### src/rtl/scl_gen_pkg.sv
package scl_gen_pkg;

   typedef enum logic [1:0] {
      PH_IDLE = 2'd0,
      PH_HIGH = 2'd1,
      PH_LOW  = 2'd2
   } phase_e;

   localparam int SEL_LOW  = 0;
   localparam int SEL_HIGH = 1;
   localparam int N_PHASES = 2;

endpackage

### src/rtl/scl_count_assemble.sv
// Joins the byte-wide count with its ninth bit and maps 0 to 1.
module scl_count_assemble #(
   parameter int BASE_W = 8,
   localparam int CNT_W = BASE_W + 1
) (
   input  logic [BASE_W-1:0] base,
   input  logic              msb,
   output logic [CNT_W-1:0]  limit
);
   logic [CNT_W-1:0] raw;

   assign raw   = {msb, base};
   assign limit = (raw == '0) ? CNT_W'(1) : raw;
endmodule

### src/rtl/scl_prescaler.sv
// Issues one tick per DIV module clocks while enabled; restarts on clear.
module scl_prescaler #(
   parameter int DIV_W = 8
) (
   input  logic             clk,
   input  logic             rst_n,
   input  logic             en,
   input  logic             clr,
   input  logic [DIV_W-1:0] div,
   output logic             tick
);
   logic [DIV_W-1:0] pcnt_q;
   logic [DIV_W-1:0] last;

   assign last = (div == '0) ? '0 : div - DIV_W'(1);
   assign tick = en && (pcnt_q == last);

   always_ff @(posedge clk or negedge rst_n) begin
      if (!rst_n)
         pcnt_q <= '0;
      else if (clr || !en || tick)
         pcnt_q <= '0;
      else
         pcnt_q <= pcnt_q + DIV_W'(1);
   end
endmodule

### src/rtl/scl_phase_timer.sv
// Counts ticks within one phase; saturates at the limit while held.
module scl_phase_timer #(
   parameter int CNT_W = 9
) (
   input  logic             clk,
   input  logic             rst_n,
   input  logic             clr,
   input  logic             tick,
   input  logic             stall,
   input  logic [CNT_W-1:0] limit,
   output logic             done
);
   logic [CNT_W-1:0] cnt_q;
   logic [CNT_W-1:0] end_val;
   logic             at_end;

   assign end_val = limit - CNT_W'(1);
   assign at_end  = (cnt_q >= end_val);
   assign done    = tick && at_end && !stall;

   always_ff @(posedge clk or negedge rst_n) begin
      if (!rst_n)
         cnt_q <= '0;
      else if (clr)
         cnt_q <= '0;
      else if (tick && !at_end)
         cnt_q <= cnt_q + CNT_W'(1);
   end
endmodule

### src/rtl/scl_stretch_gen.sv
module scl_stretch_gen
   import scl_gen_pkg::*;
#(
   parameter int BASE_W = 8,
   parameter int DIV_W  = 8
) (
   input  logic              clk,
   input  logic              rst_n,
   input  logic              run,
   input  logic              hold,
   input  logic [BASE_W-1:0] low_cnt,
   input  logic              low_cnt_b8,
   input  logic [BASE_W-1:0] high_cnt,
   input  logic              high_cnt_b8,
   input  logic [DIV_W-1:0]  clk_div,
   input  logic              scl_in,
   output logic              scl_oe,
   output logic              fall_stb,
   output logic              rise_stb
);
   localparam int CNT_W = BASE_W + 1;

   generate
      if (BASE_W < 1) begin : g_bad_base
         $error("BASE_W must be at least 1");
      end
      if (DIV_W < 1) begin : g_bad_div
         $error("DIV_W must be at least 1");
      end
   endgenerate

   phase_e state_q, state_n;
   logic   scl_s_q;
   logic   seen_hi_q;
   logic   fall_q;
   logic   phase_clr;
   logic   presc_en;
   logic   tick;
   logic   done;
   logic   stall;

   logic [N_PHASES-1:0][BASE_W-1:0] base_v;
   logic [N_PHASES-1:0]             msb_v;
   logic [N_PHASES-1:0][CNT_W-1:0]  lim_v;
   logic [CNT_W-1:0]                cur_lim;

   assign base_v[SEL_LOW]  = low_cnt;
   assign base_v[SEL_HIGH] = high_cnt;
   assign msb_v[SEL_LOW]   = low_cnt_b8;
   assign msb_v[SEL_HIGH]  = high_cnt_b8;

   for (genvar g = 0; g < N_PHASES; g++) begin : g_lim
      scl_count_assemble #(.BASE_W(BASE_W)) u_asm (
         .base  (base_v[g]),
         .msb   (msb_v[g]),
         .limit (lim_v[g])
      );
   end

   assign cur_lim  = (state_q == PH_LOW) ? lim_v[SEL_LOW] : lim_v[SEL_HIGH];
   assign presc_en = (state_q == PH_LOW) || ((state_q == PH_HIGH) && scl_s_q);
   assign stall    = (state_q == PH_LOW) && hold;

   scl_prescaler #(.DIV_W(DIV_W)) u_presc (
      .clk   (clk),
      .rst_n (rst_n),
      .en    (presc_en),
      .clr   (phase_clr),
      .div   (clk_div),
      .tick  (tick)
   );

   scl_phase_timer #(.CNT_W(CNT_W)) u_timer (
      .clk   (clk),
      .rst_n (rst_n),
      .clr   (phase_clr),
      .tick  (tick),
      .stall (stall),
      .limit (cur_lim),
      .done  (done)
   );

   always_comb begin
      state_n = state_q;
      case (state_q)
         PH_IDLE: if (run) state_n = PH_HIGH;
         PH_HIGH: begin
            if (!run)      state_n = PH_IDLE;
            else if (done) state_n = PH_LOW;
         end
         PH_LOW:  if (done) state_n = PH_HIGH;
         default: state_n = PH_IDLE;
      endcase
   end

   assign phase_clr = (state_n != state_q);

   always_ff @(posedge clk or negedge rst_n) begin
      if (!rst_n) begin
         state_q   <= PH_IDLE;
         scl_s_q   <= 1'b1;
         seen_hi_q <= 1'b0;
         fall_q    <= 1'b0;
      end else begin
         state_q <= state_n;
         scl_s_q <= scl_in;
         fall_q  <= (state_n == PH_LOW) && (state_q != PH_LOW);
         if (phase_clr)
            seen_hi_q <= 1'b0;
         else if (rise_stb)
            seen_hi_q <= 1'b1;
      end
   end

   assign scl_oe   = (state_q == PH_LOW);
   assign fall_stb = fall_q;
   assign rise_stb = (state_q == PH_HIGH) && scl_s_q && !seen_hi_q;
endmodule

### config.mk
export PLATFORM = sky130hd
export DESIGN_NAME = scl_stretch_gen
export DESIGN_NICKNAME = d
export VERILOG_FILES = /design/src/rtl/scl_gen_pkg.sv /design/src/rtl/scl_count_assemble.sv /design/src/rtl/scl_prescaler.sv /design/src/rtl/scl_phase_timer.sv /design/src/rtl/scl_stretch_gen.sv
export SDC_FILE = /design/constraint.sdc
export NUM_CORES = 1
export LEC_CHECK = 0
export BUFFER_PORTS_ARGS = -buffer_cell sky130_fd_sc_hd__clkbuf_2
export CAP_MARGIN = 20
export CORE_MARGIN = 1
export CORE_UTILIZATION = 52
export CTS_CLUSTER_SIZE = 14
export DETAILED_ROUTE_END_ITERATION = 6
export GPL_TIMING_DRIVEN = 0
export MAX_ROUTING_LAYER = met4
export PLACE_DENSITY = 0.79
export SLEW_MARGIN = 15
export SYNTH_ARGS = -nofsm -noshare
export SYNTH_HDL_FRONTEND = slang
export SYNTH_SLANG_ARGS = --single-unit
### constraint.sdc
create_clock -name clk -period 4 [get_ports clk]
set_input_delay 0.6 -clock clk [delete_from_list [all_inputs] [get_ports clk]]
set_output_delay 0.6 -clock clk [all_outputs]
set_load 0.02 [all_outputs]
After elaboration in Yosys (flattened, before gate mapping)
Cells that the tools add are included.

Bits in registers: 22.

$lt $le $gt $ge: 1. Reductions and logical operators: 21. Mux-type cells: 14. $add $sub $neg: 4. Equality and inequality tests: 6.

Operators with widths (count): $mux 9 (5); $logic_not 9->1 (2); $mux 8 (2); $add 9x1->9 const B (1); $ge 9x9->1 (1); $sub 9x1->9 const B (1); $add 8x1->8 const B (1); $eq 8x8->1 (1); $logic_and 1x1->1 (8); $logic_not 8->1 (1); $mux 2 (4); $sub 8x1->8 const B (1); $pmux 2 s3 (1); $eq 2x2->1 const B (2); $logic_not 1->1 (4); $reduce_bool 2->1 (2); $logic_or 1x1->1 (3); $eq 2x1->1 const B (1); $logic_not 2->1 (1); $mux 1 (2); $ne 2x2->1 (1); $ne 2x2->1 const B (1).

Depth between registers and ports, before layout
Depth after elaboration: 14. Depth in mapped cells: 17.

Modules after synthesis
A second synthesis with hierarchy kept.

Cell total of the unflattened synthesis: 266. Area, all modules: 2088.3 µm².

Modules (own cells, without submodules): scl_phase_timer (area an instance 837.1 µm², cells each 100, instances 1); scl_prescaler (area an instance 788.3 µm², cells each 90, instances 1); scl_stretch_gen (area an instance 362.8 µm², cells each 54, instances 1); scl_count_assemble (area an instance 50.0 µm², cells each 11, instances 2).

Worst setup path after synthesis
No wires, ideal clock.

Path type: reg2reg. Start point: register state_q[0]. End point: register u_timer.cnt_q[8]. Setup slack: 211 ps. Path buffers: 2. Arrival time: 3702 ps. Cell stages (with the launch flop): 16. Cells stage by stage: dfrtp_1 -> inv_1 -> nand2_1 -> inv_1 -> clkbuf_1 -> buf_1 -> mux2i_1 -> xor2_1 -> ha_1 -> a21oi_1 -> o21ai_0 -> a21oi_1 -> o21ai_1 -> or4_1 -> or3_1 -> a22oi_1.

Longest elaborated chain between the ends: 11.

Ends and longest elaborated chain: start, declared (RTL line scl_stretch_gen.sv:32) `phase_e state_q, state_n;`; start signal, assigned (RTL line scl_stretch_gen.sv:105) `state_q <= state_n;`; $eq 2x2->1 (*); via scl_oe (RTL line scl_stretch_gen.sv:17) `output logic scl_oe,`; $mux 9 (RTL line scl_stretch_gen.sv:60) `assign cur_lim = (state_q == PH_LOW) ? lim_v[SEL_LOW] : lim_v[SEL_HIGH];`; $sub 9x1->9 (RTL line scl_phase_timer.sv:17) `assign end_val = limit - CNT_W'(1);`; $ge 9x9->1 (RTL line scl_phase_timer.sv:18) `assign at_end = (cnt_q >= end_val);`; $logic_and 1x1->1 (2 in a row) (RTL line scl_phase_timer.sv:19) `assign done = tick && at_end && !stall;`; $mux 2 (RTL line scl_stretch_gen.sv:89) `else if (done) state_n = PH_LOW;`; $mux 2 (RTL line scl_stretch_gen.sv:88) `if (!run) state_n = PH_IDLE;`; $pmux 2 s3 (RTL line scl_stretch_gen.sv:85) `case (state_q)`; $ne 2x2->1 (RTL line scl_stretch_gen.sv:96) `assign phase_clr = (state_n != state_q);`; $mux 9 / $reduce_bool 2->1 (equally long branches); end signal, assigned (RTL line scl_phase_timer.sv:27) `cnt_q <= cnt_q + CNT_W'(1);`; end, declared (RTL line scl_phase_timer.sv:13) `logic [CNT_W-1:0] cnt_q;`.

Mark *: on every way through the listed nets, which the timed path passes. The rest lies on a longest branch. A chain may end at the register's enable or synchronous reset.

Worst setup path after layout
Start point: register state_q[0]. End point: register u_timer.cnt_q[8].

Longest elaborated chain between the ends: 11.

Ends and longest elaborated chain (RTL line): $eq 2x2->1 / $eq 2x1->1 (equally long branches); $mux 9 / $logic_and 1x1->1 (equally long branches) (scl_stretch_gen.sv:60, scl_stretch_gen.sv:61); $sub 9x1->9 / $logic_or 1x1->1 (equally long branches) (scl_phase_timer.sv:17, scl_stretch_gen.sv:61); $ge 9x9->1 / $logic_and 1x1->1 (equally long branches) (scl_phase_timer.sv:18, scl_prescaler.sv:16); $logic_and 1x1->1 (2 in a row) (scl_phase_timer.sv:19); $mux 2 (scl_stretch_gen.sv:89); $mux 2 (scl_stretch_gen.sv:88); $pmux 2 s3 (scl_stretch_gen.sv:85); $ne 2x2->1 (scl_stretch_gen.sv:96); $mux 9 / $reduce_bool 2->1 (equally long branches).

Several ways; a longest one is shown, not always the timed one.

==> impl_metrics.toml <==
[setup_path]
critPathKind = "reg2reg"
cpPeakStageDelay_ns = 0.56
critPathLaunchType = "flip-flop"
path_buf_inv = 3
path_cells = "inv_1 -> nand2_2 -> inv_2 -> buf_6 -> mux2i_4 -> ha_2 -> o21a_1 -> o21ai_1 -> xnor2_1 -> ha_1 -> a21oi_1 -> o21ai_0 -> a21oi_2 -> o21ai_4 -> or4_1 -> or3_1 -> a22oi_1"
critPathSlowestCell = "or4_1"
worstSetupEndpointType = "flip-flop"
critPathMaxFanout = 10
worstPathRequired_ns = 4.19
path_delay_family = "compound AO/OA/AOI/OAI gates"
cp_data_arrival_time_ns = 3.92

[routing]
ant_nets = 0
routed_wirelength_um = 5230
wire_per_inst_um = 14.7
drt_iter0_drc = 147
via_count = 2196
dr.pass1.iters = 4
drc = 0
avgViaCountPerCell = 6.19

[pwr]
cellLeakagePower_nw = 1.04
power_mw = 0.546
ir_drop_mv = 0.137
power.density_mw_per_mm2 = 214

[global_route]
grt_pass1_vias = 1852
grt_first_pass_wirelength_um = 8350
grt_overflow_total = 0
antenna_found_initial = 0
grt_usage_pct = 25.0
grt_max_degree = 23

[synthesis]
syn_area_mm2 = 0.00220
synth_cells = 267
synthFlopType = "dfrtp_1"
synth_top_family_by_area = "simple AND/OR/NAND/NOR gates"
synthAdderAreaFrac_pct = 7.41
synthTopCellsByArea = "dfrtp_1 (24%), ha_1 (7.4%), mux2i_1 (4.6%)"
synth_mux_area_share_pct = 4.56
syn_nets = 311
synth_compound_area_share_pct = 21.1
seq_area_frac_synth_pct = 25.1
synth_top_area_share_pct = 23.9
syn_area_per_cell_um2 = 8.22
yosys_warnings = 0
ys_seq_elements = 22
yosys.area_share.xor_xnor_pct = 7.18
synth-edff-count = 0
async_flop_share_pct = 100
synthSimpleGateAreaFrac_pct = 30.2
ys_types = 55
synth_top_area_cell = "dfrtp_1"

[worst_hold_path]
min_path_type = "in2async"

[floorplan]
die_area_mm2 = 0.00449
num_rows = 23
die_h_um = 67.0
pin_count = 34
die_width_um = 67.0
start_util_pct = 54.5
core-area_mm2 = 0.00403

[job]
drv_cap = 0

[timing]
finalMaxSlewViolations = 0
clock_skew_ns = 0.00417
worst_pin_slew_ns = 0.733
fmax_mhz = 268
finalSetupViolCount = 0
hold_viol_final = 0
min_period_ns = 3.73
slew_headroom_pct = 51.1
fin_crit_sh_pct = 93.2

[place]
place_congestion = 0.940
placed_area_mm2 = 0.00241
portBuffers = 31
hpwl_um = 4070

[finish]
syn2layout_area_growth_pct = 16.2
design_area_mm2 = 0.00255
finalNetCount = 350
antennaDiodeCount = 0
layout-drive-gt1-share_pct = 21.0
num-fill-cells = 368

[clocking]
htree_levels = 1
cts.sinks = 22
clock_latency_ns = 0.27
cts_buffer_depth = 2
root_buffer = "clkbuf_8"
path_clk_slew_ns = 0.08
numCtsBuffers = 3
cts_tree = "built"

[outcome]
status = "finished clean"
-- synthesized netlist by cell type (all sizes together), types with 4 or more instances --
library cell and count:
o31ai 4, clkbuf 7, nor4 10, xor2 9
a31oi 4, or2 4, buf 6, inv 6
or4 4, nand2b 6, nor3 19, a22oi 6
nand3 14, nand2 10, xnor2 9, ha 13
dfrtp 21, nor2 21, a21oi 19, o21ai 12
or3 11, o21a 4, mux2i 10
-- flip-flops by register name (all words and copies together), names as in the netlist --
name	cells
u_timer.cnt_q	9
u_presc.pcnt_q	8
state_q	2
fall_stb	1
scl_s_q	1
seen_hi_q	1
-- final timing paths --
check | start | cells after the start | slack, ns | endpoint
worst max-delay path | state_q[0] | 17 | 0.27 | u_timer.cnt_q[8]
worst min register to register | seen_hi_q | 2 | 0.55 | seen_hi_q
max in group asynchronous | rst_n | 1 | 3.33 | scl_s_q
min in group clk | scl_in | 1 | 0.40 | scl_s_q
worst min-delay path | rst_n | 1 | 0.30 | u_presc.pcnt_q[7]
worst max register to register | state_q[0] | 17 | 0.27 | u_timer.cnt_q[8]
-- layout make-up --
cell class,instances,area [um2],area share [%]
Multi-Input combinational cell,226,1580,62.1
Sequential cell,22,552,21.6
Clock inverter,1,30.0,1.18
Buffer,13,82.6,3.24
Clock buffer,3,41.3,1.62
Tap cell,50,62.6,2.45
Inverter,6,22.5,0.882
Timing Repair Buffer,34,178,6.96
-- what timing repair did --
item                       in CTS  in global routing
buffers inserted                0                  3
hold buffers                    0                  0
setup endpoints to repair      12                 12
resized for setup               6                  9
pin swaps                       0                  3
-- where the power goes --
part	internal (mW)	switching [mW]
Clock	0.134	0.0776
Sequential	0.225	0.00180
Combinational	0.0444	0.0637
-- through the flow --
| stage | util (%) | TNS (ns) | hold slack [ns] | cells | setup WS (ns) |
|---|---|---|---|---|---|
| after floorplan | - | 0 | 0.304 | 267 | 0.211 |
| after global placement | 59.9 | -2.87 | 0.513 | 348 | -0.331 |
| after detailed placement | 59.9 | -3.46 | 0.535 | 348 | -0.375 |
| after CTS | 62.1 | 0 | 0.328 | 352 | 0.00536 |
| after global routing | 63.4 | -0.0112 | 0.348 | 355 | -0.0112 |
| final | 63.4 | 0 | 0.302 | 355 | 0.273 |
-- logic make-up after synthesis --
family          Yosys count
buf+inv                  19
flops                    22
fa+ha+maj                13
simple gates            118
compound gates           67
xor+xnor                 18
mux                      10
-- metal layers --
layer	GRT usage (%)	share of wire, %
met3	3.60	5.6
met2	37.2	47
met1	35.9	47
met4	4.26	0.33
met5	-	0
-- placed cells by master (no fill, tap or decap), drive strengths merged, types with 10 or more instances in the layout --
master / n
a21oi: 19
clkbuf: 41
dfrtp: 21
ha: 13
mux2i: 10
nand2: 10
nand3: 14
nor2: 21
nor3: 19
nor4: 10
o21ai: 12
or3: 11
Note: power is estimated with default switching activity, not from simulation.
